`config.mk`:
```
export PLATFORM = sky130hd
export DESIGN_NAME = cal_evt_unit
export DESIGN_NICKNAME = d
export VERILOG_FILES = /design/src/rtl/cal_evt_pkg.sv /design/src/rtl/cal_evt_detect.sv /design/src/rtl/cal_evt_flags.sv /design/src/rtl/cal_evt_regs.sv /design/src/rtl/cal_evt_unit.sv
export SDC_FILE = /design/constraint.sdc
export NUM_CORES = 1
export LEC_CHECK = 0
export BUFFER_PORTS_ARGS = -buffer_cell sky130_fd_sc_hd__buf_2
export CAP_MARGIN = 25
export CORE_UTILIZATION = 30
export CTS_CLUSTER_SIZE = 10
export DETAILED_ROUTE_END_ITERATION = 10
export PLACE_DENSITY = 0.64
export SLEW_MARGIN = 5
export SYNTH_ARGS = -nofsm -noshare
export SYNTH_HDL_FRONTEND = slang
export SYNTH_SLANG_ARGS = --single-unit
```
`constraint.sdc`:
```
create_clock -name clk -period 1.4 [get_ports clk]
set_input_delay 0.07 -clock clk [delete_from_list [all_inputs] [get_ports clk]]
set_output_delay 0.07 -clock clk [all_outputs]
set_load 0.02 [all_outputs]
```
`src/rtl/cal_evt_pkg.sv`:
```
package cal_evt_pkg;
  typedef enum logic [1:0] {TEV_MINUTE, TEV_HOUR, TEV_MIDNIGHT, TEV_NOON} tev_sel_e;
  typedef enum logic [1:0] {CEV_WEEK, CEV_MONTH, CEV_YEAR, CEV_OFF} cev_sel_e;

  localparam int FLAG_N  = 5;
  localparam int FL_ACK  = 0;
  localparam int FL_ALM  = 1;
  localparam int FL_SEC  = 2;
  localparam int FL_TIM  = 3;
  localparam int FL_CAL  = 4;

  localparam int A_CTRL  = 0;
  localparam int A_STAT  = 1;
  localparam int A_CLR   = 2;
  localparam int A_MSET  = 3;
  localparam int A_MCLR  = 4;
  localparam int A_MASK  = 5;
  localparam int A_PROT  = 6;

  localparam int TSEL_LSB = 8;
  localparam int CSEL_LSB = 16;
  localparam int KEY_LSB  = 8;
  localparam logic [23:0] PROT_KEY = 24'h525443;
endpackage

```
`src/rtl/cal_evt_detect.sv`:
```
module cal_evt_detect
  import cal_evt_pkg::*;
#(
  parameter int SEC_W     = 6,
  parameter int MIN_W     = 6,
  parameter int HOUR_W    = 5,
  parameter int WDAY_W    = 3,
  parameter int DATE_W    = 5,
  parameter int MON_W     = 4,
  parameter int MONDAY    = 1,
  parameter int NOON_HOUR = 12
) (
  input  logic              tick,
  input  logic [SEC_W-1:0]  sec,
  input  logic [MIN_W-1:0]  min,
  input  logic [HOUR_W-1:0] hour,
  input  logic [WDAY_W-1:0] wday,
  input  logic [DATE_W-1:0] date,
  input  logic [MON_W-1:0]  month,
  input  tev_sel_e          tsel,
  input  cev_sel_e          csel,
  output logic              sec_ev,
  output logic              tim_ev,
  output logic              cal_ev
);
  logic top_min, top_hour, midnight, noon, first_day;

  assign top_min   = (sec == '0);
  assign top_hour  = top_min && (min == '0);
  assign midnight  = top_hour && (hour == '0);
  assign noon      = top_hour && (hour == HOUR_W'(NOON_HOUR));
  assign first_day = (date == DATE_W'(1));
  assign sec_ev    = tick;

  always_comb begin
    case (tsel)
      TEV_MINUTE:   tim_ev = tick && top_min;
      TEV_HOUR:     tim_ev = tick && top_hour;
      TEV_MIDNIGHT: tim_ev = tick && midnight;
      TEV_NOON:     tim_ev = tick && noon;
      default:      tim_ev = 1'b0;
    endcase
  end

  always_comb begin
    case (csel)
      CEV_WEEK:  cal_ev = tick && midnight && (wday == WDAY_W'(MONDAY));
      CEV_MONTH: cal_ev = tick && midnight && first_day;
      CEV_YEAR:  cal_ev = tick && midnight && first_day && (month == MON_W'(1));
      default:   cal_ev = 1'b0;
    endcase
  end
endmodule

```
`src/rtl/cal_evt_flags.sv`:
```
module cal_evt_flags #(
  parameter int N = cal_evt_pkg::FLAG_N
) (
  input  logic         clk,
  input  logic         rst,
  input  logic [N-1:0] ev,
  input  logic [N-1:0] clr,
  input  logic [N-1:0] mset,
  input  logic [N-1:0] mclr,
  output logic [N-1:0] flags_q,
  output logic [N-1:0] mask_q,
  output logic         irq_q
);
  logic [N-1:0] flags_d, mask_d;

  // events are ORed after the clear so a coincident event survives
  assign flags_d = (flags_q & ~clr) | ev;
  assign mask_d  = (mask_q | mset) & ~mclr;

  always_ff @(posedge clk) begin
    if (rst) begin
      flags_q <= '0;
      mask_q  <= '0;
      irq_q   <= 1'b0;
    end else begin
      flags_q <= flags_d;
      mask_q  <= mask_d;
      irq_q   <= |(flags_d & mask_d);
    end
  end


  sticky_chk: assert property (@(posedge clk) disable iff (rst)
    1'b1 |=> ((flags_q & $past(flags_q & ~clr)) == $past(flags_q & ~clr)));


  event_wins_chk: assert property (@(posedge clk) disable iff (rst)
    (ev != '0) |=> ((flags_q & $past(ev)) == $past(ev)));


  mask_set_chk: assert property (@(posedge clk) disable iff (rst)
    ((mset & ~mclr) != '0) |=> ((mask_q & $past(mset & ~mclr)) == $past(mset & ~mclr)));
endmodule

```
`src/rtl/cal_evt_regs.sv`:
```
module cal_evt_regs
  import cal_evt_pkg::*;
#(
  parameter int ADDR_W = 3,
  parameter int DATA_W = 32,
  parameter int N      = FLAG_N
) (
  input  logic              clk,
  input  logic              rst,
  input  logic              wr_en,
  input  logic              rd_en,
  input  logic [ADDR_W-1:0] addr,
  input  logic [DATA_W-1:0] wdata,
  input  logic [N-1:0]      flags,
  input  logic [N-1:0]      mask,
  output tev_sel_e          tsel_q,
  output cev_sel_e          csel_q,
  output logic [N-1:0]      clr,
  output logic [N-1:0]      mset,
  output logic [N-1:0]      mclr,
  output logic [DATA_W-1:0] rdata
);
  localparam int KEY_W = DATA_W - KEY_LSB;

  logic              prot_q;
  logic              key_ok;
  logic [DATA_W-1:0] rd_val;
  logic              unused_wdata;

  assign key_ok       = (wdata[DATA_W-1:KEY_LSB] == KEY_W'(PROT_KEY));
  assign unused_wdata = ^wdata;

  assign clr  = (wr_en && addr == ADDR_W'(A_CLR))  ? wdata[N-1:0] : '0;
  assign mset = (wr_en && addr == ADDR_W'(A_MSET)) ? wdata[N-1:0] : '0;
  assign mclr = (wr_en && addr == ADDR_W'(A_MCLR)) ? wdata[N-1:0] : '0;

  always_ff @(posedge clk) begin
    if (rst) begin
      tsel_q <= TEV_MINUTE;
      csel_q <= CEV_WEEK;
      prot_q <= 1'b0;
    end else if (wr_en) begin
      if (addr == ADDR_W'(A_CTRL) && !prot_q) begin
        tsel_q <= tev_sel_e'(wdata[TSEL_LSB +: 2]);
        csel_q <= cev_sel_e'(wdata[CSEL_LSB +: 2]);
      end
      if (addr == ADDR_W'(A_PROT) && key_ok)
        prot_q <= wdata[0];
    end
  end

  always_comb begin
    rd_val = '0;
    case (addr)
      ADDR_W'(A_CTRL): begin
        rd_val[TSEL_LSB +: 2] = tsel_q;
        rd_val[CSEL_LSB +: 2] = csel_q;
      end
      ADDR_W'(A_STAT): rd_val[N-1:0] = flags;
      ADDR_W'(A_MASK): rd_val[N-1:0] = mask;
      ADDR_W'(A_PROT): rd_val[0]     = prot_q;
      default:         rd_val        = '0;
    endcase
  end

  always_ff @(posedge clk) begin
    if (rst)        rdata <= '0;
    else if (rd_en) rdata <= rd_val;
    else            rdata <= '0;
  end


  prot_ctrl_chk: assert property (@(posedge clk) disable iff (rst)
    (prot_q && wr_en && addr == ADDR_W'(A_CTRL)) |=> ($stable(tsel_q) && $stable(csel_q)));


  rd_idle_chk: assert property (@(posedge clk) disable iff (rst)
    !rd_en |=> (rdata == '0));


  prot_key_chk: assert property (@(posedge clk) disable iff (rst)
    (wr_en && addr == ADDR_W'(A_PROT) && !key_ok) |=> $stable(prot_q));
endmodule

```
`src/rtl/cal_evt_unit.sv`:
```
module cal_evt_unit
  import cal_evt_pkg::*;
#(
  parameter int SEC_W  = 6,
  parameter int MIN_W  = 6,
  parameter int HOUR_W = 5,
  parameter int WDAY_W = 3,
  parameter int DATE_W = 5,
  parameter int MON_W  = 4,
  parameter int ADDR_W = 3,
  parameter int DATA_W = 32
) (
  input  logic              clk,
  input  logic              rst,
  input  logic              tick,
  input  logic [SEC_W-1:0]  sec,
  input  logic [MIN_W-1:0]  min,
  input  logic [HOUR_W-1:0] hour,
  input  logic [WDAY_W-1:0] wday,
  input  logic [DATE_W-1:0] date,
  input  logic [MON_W-1:0]  month,
  input  logic              alarm_hit,
  input  logic              upd_ack,
  input  logic              wr_en,
  input  logic              rd_en,
  input  logic [ADDR_W-1:0] addr,
  input  logic [DATA_W-1:0] wdata,
  output logic [DATA_W-1:0] rdata,
  output logic              irq
);
  tev_sel_e          tsel;
  cev_sel_e          csel;
  logic              sec_ev, tim_ev, cal_ev;
  logic [FLAG_N-1:0] ev, clr, mset, mclr, flags, mask;

  always_comb begin
    ev         = '0;
    ev[FL_ACK] = upd_ack;
    ev[FL_ALM] = alarm_hit;
    ev[FL_SEC] = sec_ev;
    ev[FL_TIM] = tim_ev;
    ev[FL_CAL] = cal_ev;
  end

  cal_evt_detect #(
    .SEC_W(SEC_W), .MIN_W(MIN_W), .HOUR_W(HOUR_W),
    .WDAY_W(WDAY_W), .DATE_W(DATE_W), .MON_W(MON_W),
    .MONDAY(1), .NOON_HOUR(12)
  ) u_detect (
    .tick(tick), .sec(sec), .min(min), .hour(hour), .wday(wday),
    .date(date), .month(month), .tsel(tsel), .csel(csel),
    .sec_ev(sec_ev), .tim_ev(tim_ev), .cal_ev(cal_ev)
  );

  cal_evt_flags #(.N(FLAG_N)) u_flags (
    .clk(clk), .rst(rst), .ev(ev), .clr(clr), .mset(mset), .mclr(mclr),
    .flags_q(flags), .mask_q(mask), .irq_q(irq)
  );

  cal_evt_regs #(.ADDR_W(ADDR_W), .DATA_W(DATA_W), .N(FLAG_N)) u_regs (
    .clk(clk), .rst(rst), .wr_en(wr_en), .rd_en(rd_en), .addr(addr),
    .wdata(wdata), .flags(flags), .mask(mask), .tsel_q(tsel), .csel_q(csel),
    .clr(clr), .mset(mset), .mclr(mclr), .rdata(rdata)
  );


  irq_match_chk: assert property (@(posedge clk) disable iff (rst)
    irq == |(flags & mask));


  sec_flag_chk: assert property (@(posedge clk) disable iff (rst)
    tick |=> flags[FL_SEC]);
endmodule

```
---- Yosys cells after proc, flatten, opt, wreduce, memory -nomap -nowiden ----
Cells that the tools add are included.
cells by class
  muxes and demuxes ....................... 7
  bitwise operators ....................... 9
  reductions and logical operators ........ 27
  equality and inequality tests ........... 16
operator list
  cell                    count
  $eq A24 B23 Y1 const B  1
  $and A5 B5 Y5           3
  $logic_and A1 B1 Y1     15
  $mux W5                 3
  $logic_not A6 Y1        2
  $not A5 Y5              2
  $or A5 B5 Y5            2
  $eq A3 B3 Y1 const B    3
  $pmux W4 S2             1
  $eq A2 B2 Y1 const B    3
  $eq A3 B1 Y1 const B    2
  $eq A3 B2 Y1 const B    2
  $pmux W1 S3             2
  $eq A5 B1 Y1 const B    1
  $eq A5 B4 Y1 const B    1
  $logic_not A5 Y1        1
  $reduce_or A5 Y1        1
  $eq A2 B1 Y1 const B    2
  $eq A4 B1 Y1 const B    1
  $logic_not A2 Y1        2
  $pmux W1 S4             1
  $reduce_and A2 Y1       2
  $logic_not A3 Y1        1
  $reduce_or A3 Y1        1
  other kinds (3)         4
word-level totals
  output and inout port bits .............. 33
  input bits .............................. 71
  flip-flop bits (word level) ............. 48

---- Depth between registers and ports, before layout ----
Gate-level depths: netlist (run 1).
  depth after elaboration ................. 10
  gate-level depth with buffers ........... 6

---- Cells and area by module ----
Synthesis (run 1) repeated with hierarchy kept, for this count alone.
unflattened totals
  cells, all modules ...................... 170
  area, all modules ....................... 1,442.6 µm²
modules (own cells, without submodules)
  module          area each (µm²)  times used  cells each
  cal_evt_regs    913.4            1           104
  cal_evt_flags   377.9            1           42
  cal_evt_detect  151.4            1           24

---- Worst setup path after synthesis (run 1) ----
Ideal clock, no wire load.
  kind .................................... input to register
  start ................................... input port hour[1]
  end ..................................... register u_flags.irq_q
  stages .................................. 5
  arrival ................................. 1.257 ns
  library setup time ...................... 0.079 ns
  slack ................................... 0.064 ns
  cells stage by stage .................... or3_4 > or4b_4 > o22ai_2 > a22oi_2 > o221ai_2
on the way
  word-level cells in the longest chain between the ends .. 9
  elaborated cells on any way between the ends .. 14
  classes of those cells .................. 1 x eq/ne; 2 x mux; 2 x bitwise; 9 x reduce/logical
ends and longest elaborated chain
  what                  line                                        text
  start, declared       cal_evt_unit.sv:18                          input logic [HOUR_W-1:0] hour,
  $logic_not A5 Y1      cal_evt_detect.sv:30                        assign midnight = top_hour && (hour == '0);
  $logic_and A1 B1 Y1   cal_evt_detect.sv:30
  $logic_and A1 B1 Y1   n/a
  $logic_and A1 B1 Y1   cal_evt_detect.sv:48, cal_evt_detect.sv:49
  $logic_and A1 B1 Y1   cal_evt_detect.sv:49                        CEV_YEAR: cal_ev = tick && midnight && first_day && (month == MON_W'(1));
  $pmux W1 S3           cal_evt_detect.sv:46                        case (csel)
  $or A5 B5 Y5 *        cal_evt_flags.sv:17                         assign flags_d = (flags_q & ~clr) | ev;
  $and A5 B5 Y5 *       cal_evt_flags.sv:28                         irq_q <= |(flags_d & mask_d);
  $reduce_or A5 Y1 *    cal_evt_flags.sv:28
  end signal, assigned  cal_evt_flags.sv:28
  end, declared         cal_evt_flags.sv:12                         output logic irq_q
Every way passes the cells marked *; elsewhere a longest branch is shown, timed or not.
A chain may end at the register's enable or synchronous reset.

---- Worst setup path in the final report (run 1) ----
  start ................................... register u_regs.tsel_q[1]
  end ..................................... register u_flags.irq_q
on the way
  word-level cells in the longest chain between the ends .. 5
  elaborated cells on any way between the ends .. 8
  classes of those cells .................. 3 x eq/ne; 1 x mux; 2 x bitwise; 2 x reduce/logical
ends and longest elaborated chain
  what                                        line                  text
  start, declared                             cal_evt_regs.sv:16    output tev_sel_e tsel_q,
  start signal, assigned                      cal_evt_regs.sv:44    tsel_q <= tev_sel_e'(wdata[TSEL_LSB +: 2]);
  $eq A2 B2 Y1, or another cell as far along  cal_evt_detect.sv:36  case (tsel)
  $pmux W1 S4 *                               cal_evt_detect.sv:36
  $or A5 B5 Y5 *                              cal_evt_flags.sv:17
  $and A5 B5 Y5 *                             cal_evt_flags.sv:28
  $reduce_or A5 Y1 *                          cal_evt_flags.sv:28
Marked as above.

==> impl_metrics.csv, run 1 <==
group,metric,value,unit
finish,area_delta_synth_final,36.35,%
die,row_count,25,
logic_synthesis,yosys_warnings,0,
finish,fillers,482,
global_routing,grt_pass1_vias,1246,
worst_setup_path,start_kind,"register",
global_routing,antenna_found_initial,0,
logic_synthesis,yosysSeqAreaShare,0.3413,
clock_network,postCtsSetupBuffers,0,
clock_network,cts_buffer_depth,2,
detailed_routing,first_pass_iters,8,
detailed_routing,detail-route-antenna-nets,0,
logic_synthesis,syn_inst,161,
detailed_routing,via_count,1372,
run,drv_cap,0,
power_and_ir_drop,p_seq_frac,0.504,
logic_synthesis,synth_area,1466,um^2
clock_network,cts-root-buf,"clkbuf_8",
worst_setup_path,r2r_setup_slack,150,ps
power_and_ir_drop,clock_power_share,0.292,
worst_setup_path,cp.required,1590,ps
clock_network,cts_tree,"done",
clock_network,clk_latency,270,ps
die,dieArea,5172,um^2
global_routing,grt_max_degree,15,
detailed_routing,route.detailed.drc,1,
detailed_routing,first_iter_violations,47,
sta,maxSlewViolCount,0,
worst_setup_path,reg2regPathDepth,4,
logic_synthesis,yosysTopAreaCell,"dfxtp_1",
die,core-area,4723,um^2
sta,finalSetupViolCount,0,
detailed_routing,wl,3291,um
die,initial_core_util,0.3105,
clock_network,clkTransAtPathRegs,90,ps
worst_setup_path,crit_arrival,1450,ps
clock_network,numCtsBuffers,3,
power_and_ir_drop,power,0.001456,W
logic_synthesis,yosys-top-cells-area,"dfxtp_1, buf_4, mux2i_1, nor2_1, and2_1",
power_and_ir_drop,p_leak,0.9345,nW
run_status,failed_checks,"design-rule violations",
worst_setup_path,timing.rr.start,"u_regs.tsel_q[1]",
power_and_ir_drop,p_int,0.001062,W
sta,setup_tns,0,ps
sta,hold_viol_final,0,
die,io_pins,104,
min_path,min_delay_path_depth,3,
global_routing,track_usage,0.1291,
sta,rsz0062_at_grt,"false",
power_and_ir_drop,switching_power,0.0003943,W
clock_network,ctsHoldBuffers,0,
placed_design,portBuffers,77,
sta,skew,5.959,ps
placed_design,preCtsSetupSlack,-101.3,ps
placed_design,hpwl,2827,um
die,die_h,71.92,um
clock_network,h-tree-depth,1,
logic_synthesis,ys_types,46,
run_status,status,"finished, violations left",
clock_network,clkSinkCount,25,
sta,finalCritPeriodShare,0.8950,
global_routing,grt_pass1_wl,5209,um
placed_design,gp_congestion,0.7559,
worst_setup_path,crit_path_max_fanout,2,
finish,drive_above_1_share,0.4427,
min_path,min_path_type,"in2reg",
power_and_ir_drop,p_comb_frac,0.204,
die,die_x,71.92,um
sta,fmax,798.1,MHz
min_path,hold_end,"u_flags.flags_q[0]",
detailed_routing,via_per_inst,4.288,
global_routing,grt-ovfl-total,0,
finish,num_antenna_cells,0,
logic_synthesis,yosysTopAreaCellShare,0.3413,
detailed_routing,detail_route.wl_per_cell,10.28,um
worst_setup_path,end_kind,"register",
logic_synthesis,ys_ff_latch,25,
logic_synthesis,avgSynthCellArea,9.108,um^2
min_path,hold_path.startpoint,"upd_ack",
power_and_ir_drop,sw_frac_of_total,0.2708,
sta,setup_ws,147.0,ps
power_and_ir_drop,p_per_area,728.3,nW/um^2
sta,fin_crit,1253,ps
power_and_ir_drop,ir_worst_vdd,0.3236,mV
finish,final_nets,325,
worst_setup_path,r2r-end,"u_flags.irq_q",
worst_setup_path,path_class,"reg2reg",
state kept, by name, summed over array words and instances, names as in the netlist:
| name | flops |
|---|---|
| u_regs.rdata | 9 |
| u_flags.flags_q | 5 |
| u_flags.mask_q | 5 |
| u_regs.csel_q | 2 |
| u_regs.tsel_q | 2 |
| u_flags.irq_q | 1 |
| u_regs.prot_q | 1 |
critical path: stages (launching register included):
cell and delay, ps:
dfxtp_1 350, or4b_4 470, o22ai_2 110, a22oi_2 90, o221ai_2 160
metal layers:
layer | up-vias | track usage | part of all wire
li1 | 722 | - | -
met1 | 590 | 0.1612 | 0.47
met2 | 58 | 0.2306 | 0.47
met3 | 2 | 0.01389 | 0.056
met4 | 0 | 0.04575 | 0.0085
met5 | - | 0 | 0
how the worst max path moves through the flow:
stage,end,slack [ps],depth (start not counted),start
floorplan,u_flags.irq_q,60,5,hour[1]
global placement,u_regs.prot_q,-100,6,wdata[16]
detailed placement,u_regs.prot_q,-100,6,wdata[16]
CTS,u_flags.irq_q,10,5,u_flags.mask_q[1]
global route,u_flags.irq_q,10,5,u_regs.csel_q[1]
finish,u_flags.irq_q,150,4,u_regs.tsel_q[1]
power by group through the flow:
stage	Sequential, W	Combinational (W)	Clock [W]
detailed placement	0.000750	0.000297	0
global placement	0.000750	0.000294	0
finish	0.000734	0.000298	0.000425
global route	0.000736	0.000327	0.000476
floorplan	0.000752	0.000199	0
CTS	0.000734	0.000298	0.000434
stage by stage:
stage / std cells / area, um^2 / util / hold slack (ps)
6_report: 320 / 1999 / 0.4233 / 34.71
5_1_grt: 320 / 1999 / 0.4233 / 36.58
4_1_cts: 320 / 1993 / 0.4220 / 33.98
3_5_place_dp: 316 / 1947 / 0.4122 / 313.1
3_3_place_gp: 316 / 1947 / 0.4122 / 301.0
2_1_floorplan: 183 / 1549 / - / 183.0
cell usage in the layout (no fill, tap or decap), types with 3 or more instances in the layout:
| master | n |
|---|---|
| nand4_1 | 4 |
| clkbuf_8 | 3 |
| nand2_1 | 6 |
| mux2i_1 | 10 |
| nor4bb_1 | 4 |
| inv_1 | 3 |
| nor2_1 | 21 |
| a21boi_1 | 3 |
| nor3_1 | 3 |
| nor4_1 | 4 |
| buf_4 | 17 |
| nand4b_1 | 3 |
| buf_2 | 77 |
| and2_1 | 7 |
| a21oi_1 | 4 |
| nor4b_1 | 4 |
| dfxtp_1 | 25 |
| conb_1 | 23 |
synthesized netlist by cell type, drive strengths merged:
cell / number
a211o: 1
a211oi: 2
a21boi: 3
a21oi: 4
a221oi: 1
a22oi: 2
a31oi: 1
and2: 7
and3b: 2
and4b: 1
and4bb: 2
buf: 27
clkbuf: 1
conb: 1
dfxtp: 25
inv: 4
mux2i: 10
nand2: 6
nand2b: 1
nand3: 1
nand3b: 2
nand4: 4
nand4b: 3
nor2: 22
nor3: 3
nor4: 6
nor4b: 5
nor4bb: 4
o21a: 2
o21ai: 2
o221a: 1
o221ai: 1
o22ai: 1
o31ai: 1
or3: 1
or4b: 1
cells by family (layout without fill, tap and decap cells):
kind of cell           Yosys count  after routing  share of synthesized area
and+or+nand+nor                 71             71                     0.3208
buffers and inverters           32            102                     0.1459
DFF                             25             25                     0.3413
AOI/OAI and AO/OA               22             22                     0.1212
muxes                           10             10                    0.06826
other                            1             23                   0.002557
final cells by class:
cell class,count,area (um^2),share of cell area
multi-input cells,126,840.8,0.4205
repair buffers,94,513.0,0.2566
flip-flops and latches,25,500.5,0.2503
well taps,67,83.83,0.04193
clock buffers,3,41.29,0.02065
inverters,4,15.01,0.007509
clock inverters,1,5.005,0.002503
timing repair:
action                                  4_1_cts  5_1_grt
gates resized for setup                       0        2
hold endpoints to repair                      0        0
endpoints found under the setup margin        0        1
No activity file was read; power rests on OpenSTA's default activity.
==> run 2: changes to the inputs <==
SYNTH_HIERARCHICAL = 1   (was unset)
==> run 2 against run 1 <==
Effect of this change:
- the flow finishes with violations (design-rule violations, negative setup slack)
- first-iteration DRC count is 4.3% lower
- register-to-register slack lost 290 ps
- critical path type unchanged
- die area shrank 1.6%
- cell area grew 3.7%
- flip-flop and latch count is the same
- largest power group unchanged
==> impl_metrics.csv, run 2 <==
group,metric,value,unit
worst_setup_path,reg2regPathDepth,6,
global_routing,grt_max_degree,18,
worst_setup_path,path_class,"reg2reg",
min_path,hold_end,"u_flags/flags_q[0]",
global_routing,grt-ovfl-total,0,
clock_network,clkTransAtPathRegs,80,ps
finish,final_nets,342,
sta,setup_ws,-140.1,ps
die,die_x,71.35,um
logic_synthesis,yosys-top-cells-area,"dfxtp_1, buf_4, and2_1, mux2i_1, nor2_1",
logic_synthesis,synthMostInstantiatedCell,"dfxtp_1",
clock_network,clkSinkCount,25,
run_status,status,"finished, violations left",
detailed_routing,via_count,1468,
die,die_h,71.35,um
placed_design,hpwl,2981,um
logic_synthesis,yosysSeqAreaShare,0.3469,
finish,drive_above_1_share,0.4296,
clock_network,cts_buffer_depth,2,
logic_synthesis,synth-main-ff-cell,"dfxtp_1",
worst_setup_path,r2r_setup_slack,-140,ps
detailed_routing,via_per_inst,4.559,
logic_synthesis,yosysTopAreaCell,"dfxtp_1",
detailed_routing,wl,3698,um
min_path,hold_path.startpoint,"upd_ack",
die,io_pins,104,
finish,final_common_cell,"buf_2",
sta,skew,1.476,ps
die,initial_core_util,0.3224,
detailed_routing,first_iter_violations,45,
min_path,min_delay_path_depth,3,
clock_network,numCtsBuffers,3,
detailed_routing,detail-route-antenna-nets,0,
logic_synthesis,avgSynthCellArea,8.486,um^2
logic_synthesis,synth_area,1443,um^2
worst_setup_path,crit_arrival,1730,ps
finish,stdcell_area,2073,um^2
sta,finalSetupViolCount,1,
run,drv_cap,0,
global_routing,track_usage,0.1390,
finish,num_antenna_cells,0,
clock_network,ctsHoldBuffers,0,
die,core-area,4474,um^2
finish,mostFrequentLayoutCells,"buf_2, dfxtp_1, buf_4, conb_1, nor2_1",
sta,fin_crit,1540,ps
die,dieArea,5090,um^2
clock_network,cts_tree,"done",
logic_synthesis,ys_async_sr_fraction,0,
logic_synthesis,ys_types,38,
logic_synthesis,syn_inst,170,
detailed_routing,route.detailed.drc,6,
logic_synthesis,ys_ff_latch,25,
placed_design,portBuffers,77,
sta,hold_viol_final,0,
logic_synthesis,synth_edf_count,0,
placed_design,place_area,1959,um^2
finish,stdcell_count,322,
clock_network,clk_latency,260,ps
worst_setup_path,cp.required,1590,ps
finish,top_regs,"u_regs/rdata (9), u_flags/flags_q (5), u_flags/mask_q (5)",
min_path,min_path_type,"in2reg",
logic_synthesis,yosys_warnings,6,
sta,fmax,649.3,MHz
detailed_routing,detail_route.wl_per_cell,11.48,um
global_routing,grt_pass1_vias,1371,
logic_synthesis,synthTopCellsByCount,"dfxtp_1, buf_4, nor2_1",
placed_design,gp_congestion,0.8038,
sta,rsz0062_at_grt,"true",
logic_synthesis,yosysTopAreaCellShare,0.3469,
finish,top_register,"u_regs/rdata",
worst_setup_path,timing.rr.start,"u_regs/csel_q[0]",
clock_network,h-tree-depth,1,
detailed_routing,first_pass_iters,7,
run_status,failed_checks,"design-rule violations, negative setup slack",
sta,finalCritPeriodShare,1.100,
placed_design,dp.cells,316,
die,row_count,24,
power_and_ir_drop,ir_worst_vdd,0.4431,mV
power_and_ir_drop,p_leak,0.9557,nW
finish,area_delta_synth_final,43.71,%
clock_network,cts-root-buf,"clkbuf_8",
finish,largest_register_ffs,9,
worst_setup_path,r2r-end,"u_flags/irq_q",
worst_setup_path,start_kind,"register",
sta,maxSlewViolCount,0,
global_routing,antenna_found_initial,0,
worst_setup_path,crit_path_max_fanout,5,
worst_setup_path,end_kind,"register",
global_routing,grt_pass1_wl,5616,um
power_and_ir_drop,p_per_area,698.5,nW/um^2
-- run 2: layout make-up --
cell class                      count  area [um^2]
Clock buffer                        3        41.29
Clock inverter                      1        5.005
Fill cell                         469         2401
Inverter                            6        22.52
Multi-Input combinational cell    135        867.1
Sequential cell                    25        501.7
Tap cell                           52        65.06
Timing Repair Buffer              100        570.5
-- run 2: worst max-delay path by stage --
stage | start | endpoint | slack (ps) | cells after the start
after global routing | min[0] | u_flags/irq_q | -220 | 8
after detailed placement | min[1] | u_flags/irq_q | -430 | 8
final | u_regs/csel_q[0] | u_flags/irq_q | -140 | 6
after CTS | min[1] | u_flags/irq_q | -130 | 8
after floorplan | min[1] | u_flags/irq_q | -230 | 7
after global placement | min[1] | u_flags/irq_q | -410 | 8
-- run 2: kinds of logic after synthesis --
family | Yosys count | share of synthesized area
buffers and inverters | 32 | 0.1466
DFF | 25 | 0.3469
other | 1 | 0.002599
muxes | 9 | 0.06245
AOI/OAI and AO/OA | 16 | 0.07807
and+or+nand+nor | 87 | 0.3634
-- run 2: stage by stage --
stage | utilization | power, W | setup WS, ps | TNS, ps | hold slack (ps)
global placement | 0.4379 | 0.001034 | -406.6 | -470.7 | 318.2
finish | 0.4634 | 0.001448 | -140.1 | -140.1 | 47.01
CTS | 0.4583 | 0.001455 | -130.2 | -130.2 | 39.02
detailed placement | 0.4379 | 0.001036 | -434.9 | -501.8 | 312.0
global route | 0.4634 | 0.001519 | -220.5 | -220.5 | 42.52
floorplan | - | 0.0009295 | -227.8 | -227.8 | 142.4
-- run 2: where the power goes --
| part | switching [W] | internal (W) | total [W] | leakage (nW) |
|---|---|---|---|---|
| registers | 0.00000822 | 0.000725 | 0.000733 | 0.203 |
| clock network | 0.000218 | 0.000199 | 0.000417 | 0.0255 |
| logic | 0.000158 | 0.000140 | 0.000299 | 0.727 |
-- run 2: worst max-delay path: stages, from the launching register on --
cell,delay [ps]
dfxtp_1,370
nor4_2,250
nand3_1,130
a21oi_2,180
a21oi_2,50
or3_1,360
a41oi_2,130
-- run 2: timing repair --
item	in CTS	in global routing
setup endpoints to repair	1	1
gates resized for setup	5	5
hold endpoints to repair	0	0
cloned	0	0
setup buffers	2	0
pin swaps	3	3
-- run 2: routing by layer --
| metal | global-route usage | vias to the layer above | part of all wire |
|---|---|---|---|
| met5 | 0 | - | 0 |
| met4 | 0.05333 | 0 | 0.020 |
| met3 | 0.02813 | 8 | 0.075 |
| met2 | 0.2656 | 65 | 0.50 |
| met1 | 0.1490 | 653 | 0.41 |
| li1 | - | 742 | - |
